--- src/rtl/epp_bridge_pkg.sv ---
package epp_bridge_pkg;
  localparam int BUS_W  = 8;
  localparam int WORD_W = 2 * BUS_W;

  localparam int RUN_W = 11;
  localparam int CH_W  = 2;
  localparam int BUF_W = 14;
  localparam int LVL_W = 10;
  localparam int OFS_W = 15;
  localparam int ADC_W = 12;
  localparam int SMP_W = 10;
  localparam int ERR_W = 3;

  localparam logic [BUS_W-1:0] A_RUN  = 8'd0;
  localparam logic [BUS_W-1:0] A_CHAN = 8'd1;
  localparam logic [BUS_W-1:0] A_BUF  = 8'd2;
  localparam logic [BUS_W-1:0] A_LVL  = 8'd3;
  localparam logic [BUS_W-1:0] A_OFS  = 8'd4;
  localparam logic [BUS_W-1:0] A_ADC  = 8'd5;
  localparam logic [BUS_W-1:0] A_STAT = 8'd8;
  localparam logic [BUS_W-1:0] A_ERR  = 8'd9;

  // address bit that routes an access to the engine-gated status space
  localparam int STAT_BIT = 3;

  typedef enum logic [1:0] {
    HS_IDLE,
    HS_WAIT,
    HS_HOLD
  } hs_state_e;
endpackage

--- src/rtl/epp_sync.sv ---
module epp_sync #(
  parameter int W      = 3,
  parameter int STAGES = 2,
  parameter logic [W-1:0] RST_VAL = '1
) (
  input  logic         clk_i,
  input  logic         rst_ni,
  input  logic [W-1:0] d_i,
  output logic [W-1:0] q_o
);
  logic [STAGES-1:0][W-1:0] stg_q;

  always_ff @(posedge clk_i or negedge rst_ni) begin
    if (!rst_ni) stg_q[0] <= RST_VAL;
    else         stg_q[0] <= d_i;
  end

  for (genvar s = 1; s < STAGES; s++) begin : g_stage
    always_ff @(posedge clk_i or negedge rst_ni) begin
      if (!rst_ni) stg_q[s] <= RST_VAL;
      else         stg_q[s] <= stg_q[s-1];
    end
  end

  assign q_o = stg_q[STAGES-1];
endmodule

--- src/rtl/epp_handshake.sv ---
module epp_handshake
  import epp_bridge_pkg::*;
(
  input  logic clk_i,
  input  logic rst_ni,
  input  logic astb_n_s_i,
  input  logic dstb_n_s_i,
  input  logic write_n_s_i,
  input  logic acc_high_i,
  input  logic running_i,
  input  logic int_ack_i,
  output logic busy_o,
  output logic addr_stb_o,
  output logic data_stb_o,
  output logic rd_o,
  output logic drive_o
);
  hs_state_e state_q;
  logic      is_addr_q, rd_q, busy_q;
  logic      go, released;

  assign released = astb_n_s_i && dstb_n_s_i;
  assign go = is_addr_q || !acc_high_i || int_ack_i || !running_i;

  always_ff @(posedge clk_i or negedge rst_ni) begin
    if (!rst_ni) begin
      state_q   <= HS_IDLE;
      is_addr_q <= 1'b0;
      rd_q      <= 1'b0;
      busy_q    <= 1'b0;
    end else begin
      case (state_q)
        HS_IDLE: begin
          if (!astb_n_s_i || !dstb_n_s_i) begin
            is_addr_q <= !astb_n_s_i;
            rd_q      <= write_n_s_i;
            state_q   <= HS_WAIT;
          end
        end
        HS_WAIT: begin
          if (released) begin
            state_q <= HS_IDLE;   // host abandoned the cycle
          end else if (go) begin
            busy_q  <= 1'b1;
            state_q <= HS_HOLD;
          end
        end
        HS_HOLD: begin
          if (released) begin
            busy_q  <= 1'b0;
            state_q <= HS_IDLE;
          end
        end
        default: state_q <= HS_IDLE;
      endcase
    end
  end

  logic fire;
  assign fire       = (state_q == HS_WAIT) && !released && go;
  assign addr_stb_o = fire && is_addr_q;
  assign data_stb_o = fire && !is_addr_q;
  assign rd_o       = rd_q;
  assign busy_o     = busy_q;
  assign drive_o    = busy_q && rd_q && !is_addr_q;

  assert_busy_rise_R2: assert property (@(posedge clk_i) disable iff (!rst_ni)
    $rose(busy_o) |-> $past(!astb_n_s_i || !dstb_n_s_i));
  assert_busy_fall_R2: assert property (@(posedge clk_i) disable iff (!rst_ni)
    $fell(busy_o) |-> $past(astb_n_s_i && dstb_n_s_i));
  assert_status_stall_R8: assert property (@(posedge clk_i) disable iff (!rst_ni)
    (state_q == HS_WAIT && !is_addr_q && acc_high_i && running_i && !int_ack_i)
      |=> !busy_o);
endmodule

--- src/rtl/epp_regfile.sv ---
module epp_regfile
  import epp_bridge_pkg::*;
(
  input  logic             clk_i,
  input  logic             rst_ni,
  input  logic [BUS_W-1:0] data_i,
  input  logic             addr_stb_i,
  input  logic             data_stb_i,
  input  logic             rd_i,
  input  logic             run_flag_i,
  input  logic             err_flag_i,
  input  logic             smp_chan_i,
  input  logic [SMP_W-1:0] sample_i,
  input  logic [ERR_W-1:0] err_num_i,
  output logic             acc_high_o,
  output logic [BUS_W-1:0] rd_byte_o,
  output logic [RUN_W-1:0] run_cfg_o,
  output logic [CH_W-1:0]  chan_mask_o,
  output logic [BUF_W-1:0] buf_size_o,
  output logic [LVL_W-1:0] trig_level_o,
  output logic [OFS_W-1:0] trig_offset_o,
  output logic [ADC_W-1:0] adc_cfg_o
);
  logic [BUS_W-1:0]  addr_q, stage_q, snap_hi_q, rd_byte_q;
  logic              hi_sel_q;
  logic [WORD_W-1:0] rd_word, wr_word;

  assign wr_word = {data_i, stage_q};

  always_comb begin
    rd_word = '0;
    case (addr_q)
      A_RUN:  rd_word[RUN_W-1:0] = run_cfg_o;
      A_CHAN: rd_word[CH_W-1:0]  = chan_mask_o;
      A_BUF:  rd_word[BUF_W-1:0] = buf_size_o;
      A_LVL:  rd_word[LVL_W-1:0] = trig_level_o;
      A_OFS:  rd_word[OFS_W-1:0] = trig_offset_o;
      A_ADC:  rd_word[ADC_W-1:0] = adc_cfg_o;
      A_STAT: begin
        rd_word[15]        = err_flag_i;
        rd_word[14]        = run_flag_i;
        rd_word[10]        = smp_chan_i;
        rd_word[SMP_W-1:0] = sample_i;
      end
      A_ERR:  rd_word[ERR_W-1:0] = err_num_i;
      default: rd_word = '0;
    endcase
  end

  always_ff @(posedge clk_i or negedge rst_ni) begin
    if (!rst_ni) begin
      addr_q        <= '0;
      stage_q       <= '0;
      snap_hi_q     <= '0;
      rd_byte_q     <= '0;
      hi_sel_q      <= 1'b0;
      run_cfg_o     <= '0;
      chan_mask_o   <= '0;
      buf_size_o    <= '0;
      trig_level_o  <= '0;
      trig_offset_o <= '0;
      adc_cfg_o     <= '0;
    end else if (addr_stb_i) begin
      if (!rd_i) addr_q <= data_i;
      hi_sel_q <= 1'b0;
    end else if (data_stb_i) begin
      hi_sel_q <= !hi_sel_q;
      if (rd_i) begin
        if (!hi_sel_q) begin
          rd_byte_q <= rd_word[BUS_W-1:0];
          snap_hi_q <= rd_word[WORD_W-1:BUS_W];
        end else begin
          rd_byte_q <= snap_hi_q;
        end
      end else if (!hi_sel_q) begin
        stage_q <= data_i;
      end else begin
        case (addr_q)
          A_RUN:  run_cfg_o     <= wr_word[RUN_W-1:0];
          A_CHAN: chan_mask_o   <= wr_word[CH_W-1:0];
          A_BUF:  buf_size_o    <= wr_word[BUF_W-1:0];
          A_LVL:  trig_level_o  <= wr_word[LVL_W-1:0];
          A_OFS:  trig_offset_o <= wr_word[OFS_W-1:0];
          A_ADC:  adc_cfg_o     <= wr_word[ADC_W-1:0];
          default: ;
        endcase
      end
    end
  end

  assign acc_high_o = addr_q[STAT_BIT];
  assign rd_byte_o  = rd_byte_q;

  assert_cfg_only_on_high_R3: assert property (@(posedge clk_i) disable iff (!rst_ni)
    !(data_stb_i && !rd_i && hi_sel_q)
      |=> $stable({run_cfg_o, chan_mask_o, buf_size_o, trig_level_o, trig_offset_o, adc_cfg_o}));
  assert_order_restart_R9: assert property (@(posedge clk_i) disable iff (!rst_ni)
    addr_stb_i |=> !hi_sel_q);
endmodule

--- src/rtl/epp_reg_bridge.sv ---
module epp_reg_bridge
  import epp_bridge_pkg::*;
(
  input  logic             clk_i,
  input  logic             rst_ni,
  input  logic             epp_write_ni,
  input  logic             epp_astb_ni,
  input  logic             epp_dstb_ni,
  input  logic [BUS_W-1:0] epp_data_i,
  output logic [BUS_W-1:0] epp_data_o,
  output logic             epp_data_oe_o,
  output logic             epp_busy_o,
  input  logic             running_i,
  input  logic             stat_ack_i,
  input  logic             run_flag_i,
  input  logic             err_flag_i,
  input  logic             smp_chan_i,
  input  logic [SMP_W-1:0] sample_i,
  input  logic [ERR_W-1:0] err_num_i,
  output logic [RUN_W-1:0] run_cfg_o,
  output logic [CH_W-1:0]  chan_mask_o,
  output logic [BUF_W-1:0] buf_size_o,
  output logic [LVL_W-1:0] trig_level_o,
  output logic [OFS_W-1:0] trig_offset_o,
  output logic [ADC_W-1:0] adc_cfg_o
);
  logic [2:0] ctl_s;
  logic       addr_stb, data_stb, rd, acc_high;

  epp_sync #(.W(3), .STAGES(2), .RST_VAL(3'b111)) u_sync (
    .clk_i  (clk_i),
    .rst_ni (rst_ni),
    .d_i    ({epp_write_ni, epp_astb_ni, epp_dstb_ni}),
    .q_o    (ctl_s)
  );

  epp_handshake u_hs (
    .clk_i       (clk_i),
    .rst_ni      (rst_ni),
    .astb_n_s_i  (ctl_s[1]),
    .dstb_n_s_i  (ctl_s[0]),
    .write_n_s_i (ctl_s[2]),
    .acc_high_i  (acc_high),
    .running_i   (running_i),
    .int_ack_i   (stat_ack_i),
    .busy_o      (epp_busy_o),
    .addr_stb_o  (addr_stb),
    .data_stb_o  (data_stb),
    .rd_o        (rd),
    .drive_o     (epp_data_oe_o)
  );

  epp_regfile u_regs (
    .clk_i         (clk_i),
    .rst_ni        (rst_ni),
    .data_i        (epp_data_i),
    .addr_stb_i    (addr_stb),
    .data_stb_i    (data_stb),
    .rd_i          (rd),
    .run_flag_i    (run_flag_i),
    .err_flag_i    (err_flag_i),
    .smp_chan_i    (smp_chan_i),
    .sample_i      (sample_i),
    .err_num_i     (err_num_i),
    .acc_high_o    (acc_high),
    .rd_byte_o     (epp_data_o),
    .run_cfg_o     (run_cfg_o),
    .chan_mask_o   (chan_mask_o),
    .buf_size_o    (buf_size_o),
    .trig_level_o  (trig_level_o),
    .trig_offset_o (trig_offset_o),
    .adc_cfg_o     (adc_cfg_o)
  );

  assert_oe_in_busy_R5: assert property (@(posedge clk_i) disable iff (!rst_ni)
    epp_data_oe_o |-> epp_busy_o);
endmodule

--- config.mk ---
export PLATFORM = sky130hd
export DESIGN_NAME = epp_reg_bridge
export DESIGN_NICKNAME = d
export VERILOG_FILES = /design/src/rtl/epp_bridge_pkg.sv /design/src/rtl/epp_sync.sv /design/src/rtl/epp_handshake.sv /design/src/rtl/epp_regfile.sv /design/src/rtl/epp_reg_bridge.sv
export SDC_FILE = /design/constraint.sdc
export NUM_CORES = 1
export LEC_CHECK = 0
export BUFFER_PORTS_ARGS = -buffer_cell sky130_fd_sc_hd__buf_2
export CAP_MARGIN = 20
export CELL_PAD_IN_SITES_DETAIL_PLACEMENT = 1
export CELL_PAD_IN_SITES_GLOBAL_PLACEMENT = 1
export CORE_MARGIN = 1.5
export CORE_UTILIZATION = 44
export CTS_CLUSTER_SIZE = 12
export DETAILED_ROUTE_END_ITERATION = 12
export PLACE_DENSITY = 0.8
export SKIP_CTS_REPAIR_TIMING = 1
export SYNTH_ARGS = -nofsm -noshare
export SYNTH_HDL_FRONTEND = slang
export SYNTH_SLANG_ARGS = --single-unit
--- constraint.sdc ---
create_clock -name clk_i -period 2.76 [get_ports clk_i]
set_input_delay 0.414 -clock clk_i [delete_from_list [all_inputs] [get_ports clk_i]]
set_output_delay 0.414 -clock clk_i [all_outputs]
set_load 0.005 [all_outputs]
### After elaboration in Yosys (flattened, before gate mapping)

Cells that the tools add are included.

| word-level totals | value |
|---|---|
| register bits | 108 |
| input port bits | 31 |
| output and inout bits | 74 |
| logic and storage cells | 89 |

| cells by class | value |
|---|---|
| equal/unequal tests | 14 |
| muxes and demuxes | 20 |
| bitwise gates (word level) | 3 |
| reduce and logical (&&, ||, !) cells | 35 |

Operator list:

| cell | count |
|---|---|
| one-hot mux 7 bit (6 select lines) | 1 |
| AND reduction 5 bit | 6 |
| equality test 8 x 2 -> 1 bit, second input constant | 2 |
| equality test 8 x 3 -> 1 bit, second input constant | 2 |
| equality test 8 x 4 -> 1 bit, second input constant | 2 |
| one-hot mux 2 bit (8 select lines) | 1 |
| AND reduction 4 bit | 3 |
| equality test 8 x 1 -> 1 bit, second input constant | 1 |
| logical NOT 8 bit | 1 |
| two-way mux 2 bit | 4 |
| two-way mux 8 bit | 1 |
| logical AND 1 bit | 7 |
| logical NOT 1 bit | 7 |
| one-hot mux 1 bit (7 select lines) | 1 |
| two-way mux 1 bit | 6 |
| != test 2 x 1 -> 1 bit, second input constant | 3 |
| one-hot mux 2 bit (3 select lines) | 1 |
| AND reduction 3 bit | 2 |
| one-hot mux 1 bit (5 select lines) | 1 |
| logical OR 1 bit | 4 |
| one-hot mux 1 bit (2 select lines) | 2 |
| one-hot mux 2 bit (2 select lines) | 1 |
| AND reduction 2 bit | 2 |
| nonzero test 2 bit | 2 |
| 7 further kinds | 9 |

### Logic depth before layout (Yosys ltp)

Gate-level depths: netlist of the first run.

| logic depth | value |
|---|---|
| depth after elaboration | 8 |
| depth in mapped cells | 6 |
| depth with buffers taken out | 4 |

### Modules after synthesis

From an unflattened synthesis of the first run, not the netlist that was laid out.

| unflattened totals | value |
|---|---|
| cells, all modules | 397 |
| area total of the unflattened synthesis | 4,999.8 µm² |

Modules (own cells, without submodules):

| module | times used | cells an instance | area each (µm²) | sequential area each (µm²) |
|---|---|---|---|---|
| epp_regfile | 1 | 365 | 4,574.4 | 2,427.3 |
| epp_handshake | 1 | 23 | 245.2 | 125.1 |
| epp_sync | 1 | 9 | 180.2 | 157.7 |

### Least setup slack after synthesis of the first run

No wires, ideal clock.

| timing path | value |
|---|---|
| path type | flip-flop to flip-flop |
| from | register u_regs.addr_q[7] |
| to | register u_regs.buf_size_o[10] |
| library setup time | 125 ps |
| arrival | 1,791 ps |
| data required time | 2,635 ps |
| path slack | 844 ps |
| stages on the path, launching flop included | 7 |
| path buffers | 2 |
| period minus slack after synthesis | 1,916 ps |
| path through | dfrtp_1 -> nor4_1 -> buf_2 -> nand4b_1 -> nor2_2 -> buf_6 -> mux2_2 |

| on the way | value |
|---|---|
| longest elaborated chain between the ends | 2 |

RTL lines:

| what | line | RTL |
|---|---|---|
| from (decl) | epp_regfile.sv:24 | `logic [BUS_W-1:0] addr_q, stage_q, snap_hi_q, rd_byte_q;` |
| from (signal assigned) | epp_regfile.sv:64 | `if (!rd_i) addr_q <= data_i;` |
| equality test 8 x 2 -> 1 bit | epp_regfile.sv:78 | `case (addr_q)` |
| AND reduction 5 bit (no source line) | - |  |
| to (signal assigned) | epp_regfile.sv:81 | `A_BUF: buf_size_o <= wr_word[BUF_W-1:0];` |
| to (decl) | epp_regfile.sv:19 | `output logic [BUF_W-1:0] buf_size_o,` |

No other way between the ends.
A chain may end at the register's enable or synchronous reset.

### Worst setup path after layout of the first run

| timing path | value |
|---|---|
| from | register u_hs.state_q[1] |
| to | register u_regs.stage_q[0] |

| on the way | value |
|---|---|
| longest elaborated chain between the ends | 6 |
| elaborated cells on any way between the ends | 7 |
| those cells by class | eq/ne (1); bitwise (1); reduce/logical (5) |

RTL lines:

| what | line | RTL |
|---|---|---|
| from (decl) | epp_handshake.sv:18 | `hs_state_e state_q;` |
| from (signal assigned) | epp_handshake.sv:27 | `state_q <= HS_IDLE;` |
| from (signal assigned) | epp_handshake.sv:37 | `state_q <= HS_WAIT;` |
| from (signal assigned) | epp_handshake.sv:42 | `state_q <= HS_IDLE;` |
| equality test 2 x 1 -> 1 bit * | epp_handshake.sv:60 | `assign fire = (state_q == HS_WAIT) && !released && go;` |
| logical AND 1 bit * (2 in a row) | epp_handshake.sv:60 |  |
| logical AND 1 bit | epp_handshake.sv:61 | `assign addr_stb_o = fire && is_addr_q;` |
| inverter 1 bit (no source line) | - |  |
| AND reduction 4 bit (no source line) * | - |  |
| to (signal assigned) | epp_regfile.sv:76 | `stage_q <= data_i;` |
| to (decl) | epp_regfile.sv:24 |  |

Mark *: on every way between the ends. The rest lies on a longest branch, timed or not.

==> run metrics, run 1 <==
Initial Util=45.53%; die area=11960 sq um; DRC Markers=0; vias per cell=5.700; CP endpoint kind=flip-flop; Final Critical Period=2.299 ns; row count=38; CTS Buf Count=9; buffers from clock root to sink, at most=2; final hold violations=0; clock sinks=108; worst endpoint required time=2.99 ns; largest net degree at the start of global routing=50; Die Width=109.4 um; Synth Register Bits=108; Worst Max-Slew Pin Slew=0.6772 ns; floorplan core area=10940 sq um; GR Util All Layers=23.89%; total I/O pin count=105; fillers=1144; status=finished, final reports clean; DPL Wire Length=9977 um; Slew Limit Fails=0; Synth Flop Type=dfrtp_1; Setup crit start kind=flip-flop; WP data arrival=2.53 ns; Final setup viols=0; RSZ-0062 raised after global routing=no; GP Congestion=0.8430; pre-CTS setup slack=0.5080 ns; H-tree depth=3; WHS=0.09155 ns; post-route antenna net violation count=0; Max-Cap Viols=0; mapped cell area=4979 sq um; WL/cell=21.91 um; critical path type=flip-flop to flip-flop; Ant. Diodes=0; TNS Setup=0 ns; Worst Setup SP=u_hs.state_q[1]; worst setup margin=0.4612 ns; leak pwr=3.011 nW; Total Power Consumption=5.252 mW; Critical R2R Capture=u_regs.stage_q[0]; HP Class=primary input to asynchronous set/reset pin; footprint of the multi-input gates=2146 sq um; Worst Path Max Fanout=8; via count=3585; clk_lat worst skew=0.35 ns; Syn Area/Cell=13.28 sq um; proportion of layout cells with a drive suffix above 1=45.60%; period utilization=83.29%; Root Buffer=clkbuf_16; Worst VDD drop=0.0004093 V; vias in the first global route=3717; max_slew headroom=54.61%; sequential element share of the synthesized area=54.44%; RR Startpoint=u_hs.state_q[1]; Synth Instances=375; initial antenna violation count=0; first-pass GRT wire length=21050 um; gr ovfl total=0; Synthesis Warnings=0; # nets final=515; DRT Pass-1 Iters=4; clock skew=0.01241 ns; register area=2710 sq um; routed wire length=13780 um; post-synth cell types=55; Reg clk slew, reported paths=0.07 ns; maximum clock frequency=0.4350 GHz; Power Dens Cells=878.1 nW/um^2; synthesis-to-finish area growth=20.13%; Post-Syn Nets=406; IO buf count=104; die height=109.4 um; R2R cell count=4; CTS tree=yes; FF-to-FF setup slack=0.46 ns; DRT iter0 DRCs=135; asr flop ratio synth=100.0%; Post-synth EDFFs=0
sequential cells by signal, indices dropped and copies added (netlist names):
register and cells:
u_sync.stg_q 3, u_regs.adc_cfg_o 12, u_regs.hi_sel_q 1, u_regs.trig_level_o 10
u_hs.state_q 2, u_sync.q_o 3, u_hs.is_addr_q 1, u_regs.rd_byte_o 8
u_regs.stage_q 8, u_hs.rd_o 1, u_regs.buf_size_o 14, u_hs.busy_o 1
u_regs.chan_mask_o 2, u_regs.addr_q 8, u_regs.run_cfg_o 11, u_regs.snap_hi_q 8
u_regs.trig_offset_o 15
placed cells by master (no fill, tap or decap), drive strengths merged, types with 2 or more instances in the layout:
cell,instances
a211oi,5
a21oi,5
a221o,4
a22oi,6
a2bb2oi,2
a31oi,2
and3,3
buf,119
clkbuf,15
dfrtp,102
dfstp,6
mux2,86
mux2i,23
mux4,2
nand2,18
nand2b,5
nand3,4
nand4,4
nor2,11
nor2b,7
nor3,9
nor3b,4
nor4,3
o211ai,2
o21ai,8
o22ai,8
o31ai,6
or3,3
or4,2
cells in the mapped netlist (all sizes together), types with 2 or more instances:
cell     instances  area, sq um
a211oi           5        37.54
a21oi            5        25.02
a221o            4        40.04
a22oi            6        45.04
a2bb2oi          2        17.52
a31oi            2        12.51
and3             3        18.77
buf             15        96.34
clkbuf           6        22.52
dfrtp          102         2552
dfstp            6        157.7
mux2            86        998.5
mux2i           23        230.2
mux4             2        45.04
nand2           18        67.56
nand2b           5        31.28
nand3            4        25.02
nand4            4        40.04
nor2            11        51.30
nor2b            7        43.79
nor3             9        66.32
nor3b            4        35.03
nor4             3        18.77
o211ai           2        15.01
o21ai            8        40.04
o22ai            8        50.05
o31ai            6        45.04
or3              3        18.77
or4              2        15.01
final cells by class:
| cell class | count | share of cell area [%] |
|---|---|---|
| Multi-Input combinational cell | 245 | 35.88 |
| Sequential cell | 108 | 45.31 |
| Inverter | 1 | 0.06276 |
| Timing Repair Buffer | 119 | 11.05 |
| Clock buffer | 15 | 4.644 |
| Clock inverter | 1 | 0.1255 |
| Tap cell | 140 | 2.929 |
kinds of logic after synthesis:
| kind of cell | after synthesis | share of synthesized area [%] |
|---|---|---|
| AND/OR/NAND/NOR | 81 | 10.08 |
| buffers and inverters | 22 | 2.463 |
| multiplexers | 111 | 25.58 |
| AO/OA/AOI/OAI | 53 | 7.439 |
| flip-flops | 108 | 54.44 |
routing by layer:
metal	up-vias	part of all wire, %	track usage [%]
met3	20	4.0	2.786
met2	111	50	39.17
met1	1837	44	32.52
li1	1617	-	-
met5	-	0	0
met4	0	2.2	9.276
how the worst max path moves through the flow:
stage / depth (start not counted) / to
after floorplan: 6 / u_regs.buf_size_o[10]
after global placement: 5 / u_regs.stage_q[3]
after detailed placement: 4 / u_regs.stage_q[0]
after CTS: 4 / u_regs.stage_q[7]
after global routing: 5 / u_regs.trig_offset_o[4]
final: 4 / u_regs.stage_q[0]
per-stage QoR:
step,util (%),cells,cell area [sq um]
2_1_floorplan,-,375,4979
3_3_place_gp,52.08,613,5695
3_5_place_dp,52.08,613,5695
4_1_cts,54.69,629,5981
5_1_grt,54.69,629,5981
6_report,54.69,629,5981
where the power goes:
part | total [mW] | internal, mW | switching (mW)
clock network | 1.25 | 0.689 | 0.559
logic | 1.60 | 0.790 | 0.807
registers | 2.41 | 1.93 | 0.473
total | 5.25 | 3.41 | 1.84
critical path, cell delays in order, from the launching register on:
cell and delay, ns:
dfrtp_1 0.43, a21oi_1 0.45, nand3_2 0.16, or4_1 0.74, mux2_4 0.40
(Power assumes the default switching activity.)
==> run 2: changes to the inputs <==
Settings changed: CORE_UTILIZATION 44 to 40, PLACE_DENSITY 0.8 to 0.76.
Clock period 2.76 ns to 2 ns, I/O delays scaled along.
==> run metrics, run 2 (synthesis gave the netlist of run 1 again) <==
vias in the first global route=3912 (+5.2%); hold path depth=1; Initial Util=41.28% (-4.3 points); initial antenna violation count=0 (unchanged); critical path type=flip-flop to flip-flop; Total Power Consumption=7.642 mW (+46%); DPL Wire Length=10710 um (+7.3%); first-pass GRT wire length=22430 um (+6.6%); GP Congestion=0.8607 (+2.1%); post-route antenna net violation count=0 (unchanged); H-tree depth=3 (unchanged); R2R cell count=7 (+3); Post-Layout Cell Count=678 (+7.8%); NetSw=2.627 mW (+43%); GR Util All Layers=23.12% (-0.76 points); max_slew headroom=59.39% (+4.8 points); Slew Limit Fails=0 (unchanged); CP cell instances=nor4_2 > buf_4 > buf_12 > nand4_1 > nor2_4 > buf_12 > mux2_2; Power Dens Cells=1218 nW/um^2 (+39%); buffers from clock root to sink, at most=2 (unchanged); WP data arrival=2.19 ns (-0.34 ns); worst endpoint required time=2.24 ns (-0.75 ns); CP peak stage delay=0.41 ns (-0.33 ns); clock skew=0.008694 ns (-0.003711 ns); Root Buffer=clkbuf_16; die area=13130 sq um (+9.7%); Top Family by Delay on Critical Path=simple AND/OR/NAND/NOR gates; worst path bufs/invs=3 (+3); proportion of layout cells with a drive suffix above 1=48.82% (+3.2 points); Max-Cap Viols=0 (unchanged); IO buf count=104 (unchanged); commonest non-fill, non-tap cell in the layout=buf_2; Setup crit start kind=flip-flop; fillers=1305 (+14%); pre-CTS setup slack=-0.1040 ns (-0.6120 ns); period utilization=97.46% (+14 points); CP endpoint kind=flip-flop; WHS=0.04159 ns (-0.04996 ns); part of the power in the clock network=23.3% (-0.4 points); Worst path most repeated cell=buf_12; RSZ-0062 raised after global routing=yes; critical path's slowest cell=dfrtp_1; leak pwr=3.138 nW (+4.2%); maximum clock frequency=0.5130 GHz (+18%); floorplan core area=12060 sq um (+10%); status=finished, final reports clean; min-delay src=epp_write_ni; Critical R2R Capture=u_regs.trig_level_o[2]; Top reg by flops=u_regs.trig_offset_o; Final setup viols=0 (unchanged); CTS tree=yes; TNS Setup=0 ns (unchanged); clk_lat worst skew=0.35 ns (about the same); Worst VDD drop=0.0004715 V (+15%); worst hold endpoint=u_sync.stg_q[2]; via count=3680 (+2.6%); Reg power frac=42.4% (-3.4 points); CTS Buf Count=9 (unchanged); # nets final=536 (+4.1%); gr ovfl total=0 (unchanged); Worst Max-Slew Pin Slew=0.6009 ns (-0.07628 ns); Comb pwr share=34.3% (+3.9 points); Reg clk slew, reported paths=0.07 ns (about the same); DRT iter0 DRCs=187 (+39%); Ant. Diodes=0 (unchanged); DRT Pass-1 Iters=4 (unchanged); Sw Ratio=34.37% (-0.64 points); WL/cell=21.43 um (-2.2%); RR Startpoint=u_regs.addr_q[7]; max FFs per register=15 (unchanged); most frequent cells in the layout=buf_2, dfrtp_1, mux2_2; FF-to-FF setup slack=0.05 ns (-0.41 ns); worst setup margin=0.05082 ns (-0.4104 ns); synthesis-to-finish area growth=26.01%; DRC Markers=0 (unchanged); HP Class=primary input to flip-flop; vias per cell=5.428 (-4.8%); Power Internal=5.015 mW (+47%); Die Width=114.6 um (+4.7%); routed wire length=14530 um (+5.4%); Worst Path Max Fanout=10 (+2); Placed Cells=659 (+7.5%); row count=40 (+5.3%); die height=114.6 um (+4.7%); final hold violations=0 (unchanged); Final Critical Period=1.949 ns (-0.3496 ns); total I/O pin count=105 (unchanged); largest net degree at the start of global routing=41 (-18%); largest registers=u_regs.trig_offset_o (15), u_regs.buf_size_o (14), u_regs.adc_cfg_o (12); clock sinks=108 (unchanged)
==> run 2: cell count changes in the layout (fill, tap and decap cells not counted), moves of 2 or more <==
| cell | before | now |
|---|---|---|
| buf_4 | 14 | 27 |
| nor4_1 | 3 | 1 |
| buf_6 | 0 | 3 |
| clkbuf_8 | 3 | 1 |
| nor4_2 | 0 | 2 |
| buf_12 | 2 | 6 |
==> run 2: per-stage QoR <==
stage | instance area (sq um) | utilization (%)
after floorplan | 4979 | -
after global placement | 5903 | 48.94
after detailed placement | 5903 | 48.94
after CTS | 6195 | 51.36
after global routing | 6274 | 52.01
final | 6274 | 52.01
==> run 2: how the worst max path moves through the flow <==
| stage | from | to | slack (ns) | cells after the start |
|---|---|---|---|---|
| global route | u_regs.addr_q[7] | u_regs.adc_cfg_o[10] | -0.03 | 6 |
| CTS | u_regs.addr_q[7] | u_regs.rd_byte_o[3] | -0.11 | 4 |
| global placement | u_regs.addr_q[7] | u_regs.rd_byte_o[6] | -0.002 | 4 |
| floorplan | u_regs.addr_q[7] | u_regs.buf_size_o[10] | 0.08 | 6 |
| finish | u_regs.addr_q[7] | u_regs.trig_level_o[2] | 0.05 | 7 |
| detailed placement | u_regs.addr_q[7] | u_regs.rd_byte_o[3] | -0.10 | 4 |
==> run 2: area by class of cell <==
| class | instances | area [sq um] | share of cell area [%] |
|---|---|---|---|
| inverters | 1 | 3.754 | 0.05983 |
| clock inverters | 2 | 37.54 | 0.5983 |
| well taps | 168 | 210.2 | 3.351 |
| repair buffers | 140 | 882.1 | 14.06 |
| clock buffers | 14 | 254.0 | 4.049 |
| flip-flops and latches | 108 | 2711 | 43.22 |
| multi-input cells | 245 | 2175 | 34.66 |
==> run 2: routing by layer <==
metal  wire (um)  GRT usage (%)
met2        7381          38.64
met5           0              0
met1        6070          29.85
met3         709          4.394
met4         367          8.833
==> run 2: power groups by stage <==
stage          sequential [mW]  clock [mW]  combinational (mW)
6_report                  3.24        1.78                2.62
4_1_cts                   3.22        1.83                2.53
5_1_grt                   3.32        1.91                2.83
3_5_place_dp              3.26           0                2.52
2_1_floorplan             3.08           0                1.54
3_3_place_gp              3.22           0                2.42
==> run 3: changes to the inputs <==
Settings changed: CELL_PAD_IN_SITES_DETAIL_PLACEMENT 1 to 0, CELL_PAD_IN_SITES_GLOBAL_PLACEMENT 1 to 2, CORE_UTILIZATION 40 to 33, GPL_ROUTABILITY_DRIVEN set to 0, SKIP_CTS_REPAIR_TIMING 1 to unset.
==> run metrics, run 3 (synthesis gave the netlist of run 1 again) <==
DPL Wire Length=9955 um (-7.0%); maximum clock frequency=0.5251 GHz (+2.3%); vias in the first global route=3740 (-4.4%); max_slew headroom=61.50% (+2.1 points); WL/cell=19.88 um (-7.2%); TNS Setup=0 ns (unchanged); CP endpoint kind=flip-flop; dpl cell area=5933 sq um (+0.51%); post-route antenna net violation count=0 (unchanged); Reg clk slew, reported paths=0.07 ns (about the same); total I/O pin count=105 (unchanged); Power Dens Cells=1204 nW/um^2 (-1.2%); CTS Buf Count=9 (unchanged); Slew Limit Fails=0 (unchanged); critical path type=flip-flop to flip-flop; synthesis-to-finish area growth=26.36%; violated checks=DRC; Setup crit start kind=flip-flop; gr ovfl total=0 (unchanged); final hold violations=0 (unchanged); most frequent cells in the layout=buf_2, dfrtp_1, mux2_2; IO buf count=104 (unchanged); fillers=1397 (+7.0%); clock sinks=108 (unchanged); Worst Max-Slew Pin Slew=0.5775 ns (-0.02343 ns); DRT Pass-1 Iters=8 (+4); NetSw=2.584 mW (-1.6%); # nets final=533 (-0.56%); H-tree depth=3 (unchanged); Comb pwr share=33.8% (-0.5 points); buffers from clock root to sink, at most=2 (unchanged); initial antenna violation count=0 (unchanged); Max-Cap Viols=0 (unchanged); DRC Markers=5 (+5); HP Class=primary input to asynchronous set/reset pin; Post-Layout Cell Count=691 (+1.9%); largest registers=u_regs.trig_offset_o (15), u_regs.buf_size_o (14), u_regs.adc_cfg_o (12); Worst VDD drop=0.0004676 V (-0.81%); hold bufs inserted after CTS=0; row count=44 (+10%); Worst Path Max Fanout=12 (+2); clk_lat worst skew=0.35 ns (about the same); proportion of layout cells with a drive suffix above 1=49.11% (+0.29 points); Initial Util=34.00% (-7.3 points); Sw Ratio=34.12% (-0.26 points); Placed Cells=673 (+2.1%); commonest non-fill, non-tap cell in the layout=buf_2; Final Critical Period=1.905 ns (-0.04463 ns); die area=15830 sq um (+21%); largest net degree at the start of global routing=109 (+170%); Ant. Diodes=0 (unchanged); Root Buffer=clkbuf_16; CTS tree=yes; status=finished, violations left; Power Internal=4.990 mW (-0.49%); WP data arrival=2.14 ns (-0.05 ns); worst endpoint required time=2.23 ns (about the same); routed wire length=13740 um (-5.5%); vias per cell=5.156 (-5.0%); Die Width=125.8 um (+9.8%); die height=125.8 um (+9.8%); Total Power Consumption=7.575 mW (-0.88%); via count=3563 (-3.2%); floorplan core area=14640 sq um (+21%); max FFs per register=15 (unchanged); Reg power frac=43.0% (+0.6 points); period utilization=95.23% (-2.2 points); DRT iter0 DRCs=198 (+5.9%); clock skew=0.007117 ns (-0.001577 ns); leak pwr=3.122 nW (-0.53%); GR Util All Layers=18.08% (-5.0 points); first-pass GRT wire length=21830 um (-2.7%); post-route cell area=6291 sq um (+0.28%); Top reg by flops=u_regs.trig_offset_o; part of the power in the clock network=23.1% (-0.2 points); Final setup viols=0 (unchanged)
run 3: worst max-delay path, stage by stage, from the launching register on:
cell      delay [ns]
dfrtp_1         0.42
nor4_4          0.32
buf_4           0.19
nand3b_1        0.13
nor3_2          0.20
buf_12          0.19
mux2_2          0.33
run 3: power groups by stage:
stage | registers [mW] | logic (mW) | clock network (mW)
global placement | 3.26 | 2.45 | 0
detailed placement | 3.28 | 2.49 | 0
finish | 3.26 | 2.56 | 1.75
global route | 3.35 | 2.81 | 1.89
floorplan | 3.08 | 1.54 | 0
CTS | 3.24 | 2.52 | 1.81
run 3: area by class of cell:
type / instances / area [sq um] / share of cell area (%)
Timing Repair Buffer: 137 / 869.6 / 13.82
Tap cell: 184 / 230.2 / 3.660
Clock inverter: 2 / 35.03 / 0.5569
Multi-Input combinational cell: 245 / 2197 / 34.92
Clock buffer: 14 / 244.0 / 3.878
Inverter: 1 / 3.754 / 0.05967
Sequential cell: 108 / 2711 / 43.10
run 3: per-stage QoR:
| step | utilization, % | setup WS [ns] | hold slack [ns] |
|---|---|---|---|
| after global placement | 40.52 | 0.03180 | 0.3472 |
| after CTS | 42.55 | 0.05538 | 0.03327 |
| final | 42.96 | 0.09545 | 0.02562 |
| after global routing | 42.96 | -0.003164 | 0.03291 |
| after detailed placement | 40.52 | -0.0009028 | 0.3468 |
| after floorplan | - | 0.08430 | 0.004409 |
run 3: timing repair:
item | in CTS | in global routing
cloned | 0 | 1
setup buffers | 0 | 1
hold endpoints to repair | 0 | 0
pin swaps | 0 | 0
gates resized for setup | 4 | 9
setup endpoints to repair | 3 | 23
run 3: final timing paths:
check	to	cells past startpoint	slack, ns	startpoint
max	u_regs.adc_cfg_o[11]	6	0.1	u_regs.addr_q[7]
min	u_regs.buf_size_o[6]	2	0.03	rst_ni
max reg2reg	u_regs.adc_cfg_o[11]	6	0.1	u_regs.addr_q[7]
min reg2reg	u_sync.q_o[1]	0	0.36	u_sync.stg_q[1]
max in group asynchronous	u_regs.addr_q[0]	2	1.53	rst_ni
min in group clk_i	u_sync.stg_q[2]	1	0.05	epp_write_ni
run 3: metal layers:
metal,part of all wire [%],GRT usage [%],vias to the layer above
met4,1.4,6.356,0
met1,46,25.33,1793
met5,0,0,-
met3,5.9,3.483,14
li1,-,-,1650
met2,47,28.09,106
